`src/rtl/los_pkg.sv`:
```
package los_pkg;

  // Strobes from control to datapath
  typedef struct packed {
    logic runZero;  // count the consecutive-zero run
    logic runWin;   // count the recovery window and its ones
    logic clrAll;   // clear every counter this cycle
  } los_strobe_t;

  // Qualified compare results from datapath to control
  typedef struct packed {
    logic zeroHit;  // this valid zero completes the run
    logic onesHit;  // this valid bit reaches the ones target
    logic winEnd;   // this valid bit closes the window
  } los_flag_t;

endpackage

```
`src/rtl/los_datapath.sv`:
```
module los_datapath
  import los_pkg::*;
#(
  parameter int CNT_W = 12
) (
  input  logic             clk,
  input  logic             rstN,
  input  logic             bitValid,
  input  logic             bitIn,
  input  logic [CNT_W-1:0] winLen,
  input  logic [CNT_W-1:0] onesNeed,
  input  los_strobe_t      strb,
  output los_flag_t        flg
);

  localparam int SUM_W = CNT_W + 1;

  logic [CNT_W-1:0] zeroRun;
  logic [CNT_W-1:0] winCnt;
  logic [CNT_W-1:0] onesCnt;
  logic [SUM_W-1:0] zeroNext;
  logic [SUM_W-1:0] winNext;
  logic [SUM_W-1:0] onesNext;
  logic [SUM_W-1:0] winLenX;
  logic [SUM_W-1:0] onesNeedX;

  assign winLenX   = {1'b0, winLen};
  assign onesNeedX = {1'b0, onesNeed};
  assign zeroNext  = {1'b0, zeroRun} + SUM_W'(1);
  assign winNext   = {1'b0, winCnt} + SUM_W'(1);
  assign onesNext  = {1'b0, onesCnt} + SUM_W'(bitIn);

  // Compares use >= so a shortened window mid-count still terminates
  always_comb begin
    flg.zeroHit = bitValid && !bitIn && (zeroNext >= winLenX);
    flg.winEnd  = bitValid && (winNext >= winLenX);
    flg.onesHit = bitValid && (onesNext >= onesNeedX);
  end

  always_ff @(posedge clk) begin
    if (!rstN || strb.clrAll) begin
      zeroRun <= '0;
      winCnt  <= '0;
      onesCnt <= '0;
    end else if (bitValid) begin
      if (strb.runZero) begin
        zeroRun <= bitIn ? '0 : zeroNext[CNT_W-1:0];
      end
      if (strb.runWin) begin
        if (flg.winEnd) begin
          winCnt  <= '0;
          onesCnt <= '0;
        end else begin
          winCnt  <= winNext[CNT_W-1:0];
          onesCnt <= onesNext[CNT_W-1:0];
        end
      end
    end
  end

endmodule

```
`src/rtl/los_control.sv`:
```
module los_control
  import los_pkg::*;
(
  input  logic        clk,
  input  logic        rstN,
  input  logic        simEn,
  input  los_flag_t   flg,
  output los_strobe_t strb,
  output logic        losStatus,
  output logic        losIrq
);

  logic realLos;
  logic realNext;
  logic statusNext;

  always_comb begin
    realNext     = realLos ? !flg.onesHit : flg.zeroHit;
    strb.runZero = !realLos;
    strb.runWin  = realLos;
    strb.clrAll  = realLos ? flg.onesHit : flg.zeroHit;
    statusNext   = realNext || simEn;
  end

  always_ff @(posedge clk) begin
    if (!rstN) begin
      realLos   <= 1'b0;
      losStatus <= 1'b0;
      losIrq    <= 1'b0;
    end else begin
      realLos   <= realNext;
      losStatus <= statusNext;
      losIrq    <= statusNext && !losStatus;
    end
  end

endmodule

```
`src/rtl/los_detector.sv`:
```
module los_detector
  import los_pkg::*;
#(
  parameter int CNT_W = 12
) (
  input  logic             clk,
  input  logic             rstN,
  input  logic             bitValid,
  input  logic             bitIn,
  input  logic [CNT_W-1:0] winLen,
  input  logic [CNT_W-1:0] onesNeed,
  input  logic             simEn,
  output logic             losStatus,
  output logic             losIrq
);

  los_strobe_t strb;
  los_flag_t   flg;

  los_datapath #(.CNT_W(CNT_W)) u_dp (
    .clk      (clk),
    .rstN     (rstN),
    .bitValid (bitValid),
    .bitIn    (bitIn),
    .winLen   (winLen),
    .onesNeed (onesNeed),
    .strb     (strb),
    .flg      (flg)
  );

  los_control u_ctl (
    .clk       (clk),
    .rstN      (rstN),
    .simEn     (simEn),
    .flg       (flg),
    .strb      (strb),
    .losStatus (losStatus),
    .losIrq    (losIrq)
  );

endmodule

```
`config.mk`:
```
export PLATFORM = sky130hd
export DESIGN_NAME = los_detector
export DESIGN_NICKNAME = d
export VERILOG_FILES = /design/src/rtl/los_pkg.sv /design/src/rtl/los_datapath.sv /design/src/rtl/los_control.sv /design/src/rtl/los_detector.sv
export SDC_FILE = /design/constraint.sdc
export NUM_CORES = 1
export LEC_CHECK = 0
export CAP_MARGIN = 40
export CORE_UTILIZATION = 50
export CTS_CLUSTER_DIAMETER = 40
export CTS_CLUSTER_SIZE = 10
export DETAILED_ROUTE_END_ITERATION = 8
export PLACE_DENSITY = 0.72
export SLEW_MARGIN = 15
export SYNTH_ARGS = -nofsm -noshare
export SYNTH_HDL_FRONTEND = slang
export SYNTH_SLANG_ARGS = --single-unit
```
`constraint.sdc`:
```
create_clock -name clk -period 6.1 [get_ports clk]
set_input_delay 1.22 -clock clk [delete_from_list [all_inputs] [get_ports clk]]
set_output_delay 1.22 -clock clk [all_outputs]
set_load 0.02 [all_outputs]
```
After elaboration in Yosys (flattened, before gate mapping)
Index checks and enable logic that the tools add are counted.

word-level totals
  register bits = 39
  output and inout bits = 2
  logic and storage cells = 31

cells by class
  add/subtract/negate cells = 3
  order comparisons = 3
  multiplexer cells = 5
  bitwise operators = 1
  reduce and logical (&&, ||, !) cells = 13

operator list
  kind                                                             number
  13-bit by 12-bit greater-or-equal comparator with 1-bit output   3
  12-bit two-way mux                                               3
  12-bit by 1-bit adder with 13-bit output, second input constant  2
  12-bit by 1-bit adder with 13-bit output                         1
  1-bit logical AND                                                5
  1-bit zero test                                                  4
  2-bit AND reduction                                              2
  1-bit logical OR                                                 2
  1-bit two-way mux                                                2
  1-bit inverter                                                   1

Longest topological paths before layout
  depth after elaboration = 7
  gate-level depth with buffers = 13

Hierarchy
Synthesis repeated with hierarchy kept, for this count alone.

unflattened totals
  cells, all modules = 388
  area, all modules = 3084.2 µm²

by module, submodules not included
  module        times used  cells each  area each (µm²)
  los_datapath  1           374         2951.6
  los_control   1           14          132.6

Least setup slack after synthesis
No wires, ideal clock.

  kind = in2reg
  from = in bitIn
  to = reg u_dp.onesCnt[2]
  setup time = 0.117 ns
  data arrival time = 3.499 ns
  data required time = 5.983 ns
  slack = 2.484 ns
  stages = 12
  cell sequence = ha_1 and3_1 nand4_1 and2_1 or2_2 ha_1 nand4_1 a311oi_1 nor3_1 o2111ai_2 buf_6 nor2_1

on the way
  word-level cells in the longest chain between the ends = 5

ends and longest elaborated chain
  element                                                                                                     RTL line                                source
  start, declared                                                                                             los_detector.sv:9                       input logic bitIn,
  12-bit by 1-bit adder with 13-bit output / 1-bit zero test (equally long branches)                          los_datapath.sv:31, los_datapath.sv:35
  13-bit by 12-bit greater-or-equal comparator with 1-bit output / 1-bit logical AND (equally long branches)  los_datapath.sv:37, los_datapath.sv:35
  1-bit logical AND (on tied branches)                                                                        los_datapath.sv:37, los_datapath.sv:35
  1-bit two-way mux                                                                                           los_control.sv:21                       strb.clrAll = realLos ? flg.onesHit : flg.zeroHit;
  1-bit logical OR                                                                                            los_datapath.sv:41                      if (!rstN || strb.clrAll) begin
  end signal, assigned                                                                                        los_datapath.sv:55                      onesCnt <= onesNext[CNT_W-1:0];
  end, declared                                                                                               los_datapath.sv:20                      logic [CNT_W-1:0] onesCnt;

Several ways; a longest one is shown, not always the timed one.
A chain may end at the register's enable or synchronous reset.

Worst setup path after layout
  from = in bitIn
  to = reg u_dp.zeroRun[2]

on the way
  word-level cells in the longest chain between the ends = 5

ends and longest elaborated chain
  element                                                                                                     RTL line                                source
  12-bit by 1-bit adder with 13-bit output / 1-bit zero test (equally long branches)                          los_datapath.sv:31, los_datapath.sv:35
  13-bit by 12-bit greater-or-equal comparator with 1-bit output / 1-bit logical AND (equally long branches)  los_datapath.sv:37, los_datapath.sv:35
  1-bit logical AND (on tied branches)                                                                        los_datapath.sv:37, los_datapath.sv:35
  1-bit two-way mux                                                                                           los_control.sv:21
  1-bit logical OR                                                                                            los_datapath.sv:41
  end signal, assigned                                                                                        los_datapath.sv:47                      zeroRun <= bitIn ? '0 : zeroNext[CNT_W-1:0];
  end, declared                                                                                               los_datapath.sv:18                      logic [CNT_W-1:0] zeroRun;

Several ways; a longest one is shown, not always the timed one.

==> results.sh <==
export IMPL_run_status="finished, final reports clean"
export IMPL_die_y_um=77.7
export IMPL_die_w_um=77.7
export IMPL_root_buffer="clkbuf_8"
export IMPL_finalSetupViolations=0
export IMPL_grt_antenna_before_repair=0
export IMPL_clk_latency_ns=0.30
export IMPL_dp_slack_ns=0.917
export IMPL_numPortBuffers=30
export IMPL_num_io_pins=31
export IMPL_maxCapViolCount=0
export IMPL_muxShareOfSynthArea_pct=0.350
export IMPL_ctsResizeCount=0
export IMPL_synth_edf_count=0
export IMPL_diodes=0
export IMPL_drive_above_1_share_pct=5.47
export IMPL_core_um2=5510
export IMPL_wl_per_cell_um=13.1
export IMPL_die_area_um2=6030
export IMPL_grt_pass1_vias=2357
export IMPL_fmax_mhz=207
export IMPL_synth_seq_cells=39
export IMPL_hold_class="reg -> reg"
export IMPL_slew_violations=0
export IMPL_critPathMaxFanout=19
export IMPL_routed_wl_um=5970
export IMPL_synth_top_family_by_area="simple AND/OR/NAND/NOR gates"
export IMPL_htree_levels=2
export IMPL_vias=2531
export IMPL_synth_top_area_cell="dfxtp_1"
export IMPL_period_minus_slack_ns=4.83
export IMPL_drcViolationCount=0
export IMPL_fin_ws_ns=1.27
export IMPL_cp_slowest_cell="clkdlybuf4s50_1"
export IMPL_synth_cell_area_um2=2860
export IMPL_cp_end_kind="flop"
export IMPL_synth_avg_cell_area_um2=8.16
export IMPL_grt_use_met3_pct=3.53
export IMPL_yosysSeqAreaShare_pct=27.3
export IMPL_hold_violations=0
export IMPL_critPathLaunchType="input pin"
export IMPL_overflow=0
export IMPL_cts_sinks=39
export IMPL_grt_max_degree=25
export IMPL_synthArstFlopShare_pct=0
export IMPL_synthXorXnorAreaFrac_pct=7.95
export IMPL_path_class="in -> reg"
export IMPL_yosysTopAreaCellShare_pct=27.3
export IMPL_ys_top_cells_by_count="46 x nor2_1, 41 x ha_1, 39 x dfxtp_1"
export IMPL_cts_hold_buf=0
export IMPL_power_total_uw=508
export IMPL_fin_crit_sh_pct=79.2
export IMPL_finClkSkew_ns=0.0135
export IMPL_track_usage_pct=21.5
export IMPL_cts_buffers=5
export IMPL_syn2layout_area_growth_pct=16.3
export IMPL_synth_simple_area_share_pct=22.2
export IMPL_synthFlopType="dfxtp_1"
export IMPL_yosysWarnings=0
export IMPL_worstPathArrival_ns=5.02
export IMPL_start_util_pct=52.0
export IMPL_grtUsageMet2_pct=36.0
export IMPL_tightest_slew_ns=0.808
export IMPL_ys_types=38
export IMPL_cts_tree="built"
export IMPL_dp_cells=448
export IMPL_worstPathCellList="clkdlybuf4s50_1 -> ha_1 -> and3_1 -> nand4_1 -> and2_1 -> or2_2 -> ha_1 -> nand4_1 -> a311oi_1 -> nor3_1 -> o2111ai_2 -> buf_4 -> nor2_1"
export IMPL_layout_cells_non_filler=456
export IMPL_slew_headroom_pct=46.1
export IMPL_cp_required_ns=6.29
export IMPL_drt_first_pass_iters=4
export IMPL_rsz0062_at_grt="false"
export IMPL_fillCellCount=512
export IMPL_dp_hpwl_um=4700
export IMPL_drt_antenna_violating_nets=0
export IMPL_drtIter0Drc=132
export IMPL_yosysMostFrequentCell="nor2_1"
export IMPL_gp_congestion=0.823
export IMPL_grt_pass1_wl_um=10400
export IMPL_busiest_layer="met2"
export IMPL_fp_row_count=27
export IMPL_nets=453
export IMPL_critPathMaxStageDelay_ns=0.66
export IMPL_ys_top_cells_by_area="dfxtp_1 27%, ha_1 18%, a22oi_1 7.1%"
export IMPL_holdWs_ns=0.417
export IMPL_synth_compound_area_share_pct=18.7
export IMPL_synth_fp_nets=421
export IMPL_syn_inst=351
export IMPL_vias_per_cell=5.55
export IMPL_cts_setup_buffers=0
export IMPL_clkTransAtPathRegs_ns=0.08
export IMPL_tns_ns=0
export IMPL_peakVddDrop_v=0.000144
export IMPL_powerDensity_nw_per_um2=153
export IMPL_grt_util_met1_pct=28.1
export IMPL_synth_fa_ha_area_share_pct=17.9
export IMPL_cts_buffer_depth=2
export IMPL_power_leakage_nw=1.47
-- critical path: cells and delay by family --
| kind | cells | cell delay (ns) |
|---|---|---|
| AND/OR/NAND/NOR | 7 | 1.20 |
| adder cells (fa/ha/maj) | 2 | 0.52 |
| AO/OA/AOI/OAI | 2 | 1.04 |
| buffers and inverters | 2 | 1.03 |
-- per-stage QoR --
stage,cell area [µm²],util [%]
after floorplan,2860,-
after global placement,3210,58.3
after detailed placement,3230,58.6
after CTS,3330,60.5
after global routing,3330,60.5
final,3330,60.5
-- routing by layer --
metal | up-vias | part of all wire [%]
met5 | - | 0
met4 | 0 | 1.4
met3 | 9 | 3.8
met2 | 51 | 46
met1 | 1162 | 49
li1 | 1309 | -
-- worst paths after layout --
path                            slack (ns)                          from                      endpoint  depth (start not counted)
worst max-delay path                  1.27                         bitIn  u_dp.zeroRun[2]$_SDFFE_PP0P_                         13
worst min-delay path                  0.42    u_ctl.losStatus$_SDFF_PN0_       u_ctl.losIrq$_SDFF_PN0_                          1
worst max register to register        2.55  u_dp.onesCnt[0]$_SDFFE_PP0P_  u_dp.zeroRun[2]$_SDFFE_PP0P_                         12
worst min register to register        0.42    u_ctl.losStatus$_SDFF_PN0_       u_ctl.losIrq$_SDFF_PN0_                          1
-- cells by family (layout without fill, tap and decap cells) --
| group | after synthesis | in the layout |
|---|---|---|
| xor+xnor | 26 | 26 |
| flops | 39 | 39 |
| fa+ha+maj | 41 | 41 |
| mux | 1 | 1 |
| simple gates | 129 | 129 |
| compound gates | 79 | 79 |
| buf+inv | 36 | 69 |
-- area by class of cell --
class / count / area, µm² / area share (%)
Timing Repair Buffer: 33 / 330 / 9.92
Inverter: 28 / 105 / 3.16
Tap cell: 72 / 90.1 / 2.71
Clock buffer: 7 / 96.3 / 2.89
Clock inverter: 1 / 7.51 / 0.225
Multi-Input combinational cell: 276 / 1920 / 57.6
Sequential cell: 39 / 781 / 23.4
-- cell usage in the layout, fill, tap and decap left out, types with 2 or more instances in the layout --
master	n
buf_4	2
o21ai_0	11
nor3_1	3
xnor2_1	18
dfxtp_1	39
nand4_1	9
and2_1	3
a211oi_1	3
and4_1	4
ha_1	41
nor2_1	46
nor2b_1	7
o21a_1	2
nand3_1	22
a21o_1	4
a2111o_1	2
and3_1	4
a22oi_1	27
xor2_1	8
or2_2	7
clkbuf_8	7
a21oi_1	23
clkdlybuf4s50_1	30
inv_1	28
nand2_1	20
-- registers in the layout, indices dropped and copies added, names as in the netlist --
register	cells
u_ctl.losStatus	1
u_dp.onesCnt	12
u_ctl.losIrq	1
u_dp.winCnt	12
u_dp.zeroRun	12
u_ctl.realLos	1
-- where the power goes --
part,total (mW),switching (mW),internal [mW]
combinational,0.0540,0.0256,0.0284
clock,0.197,0.0938,0.103
sequential,0.257,0.00165,0.256
total,0.508,0.121,0.387
(Power assumes the default switching activity.)
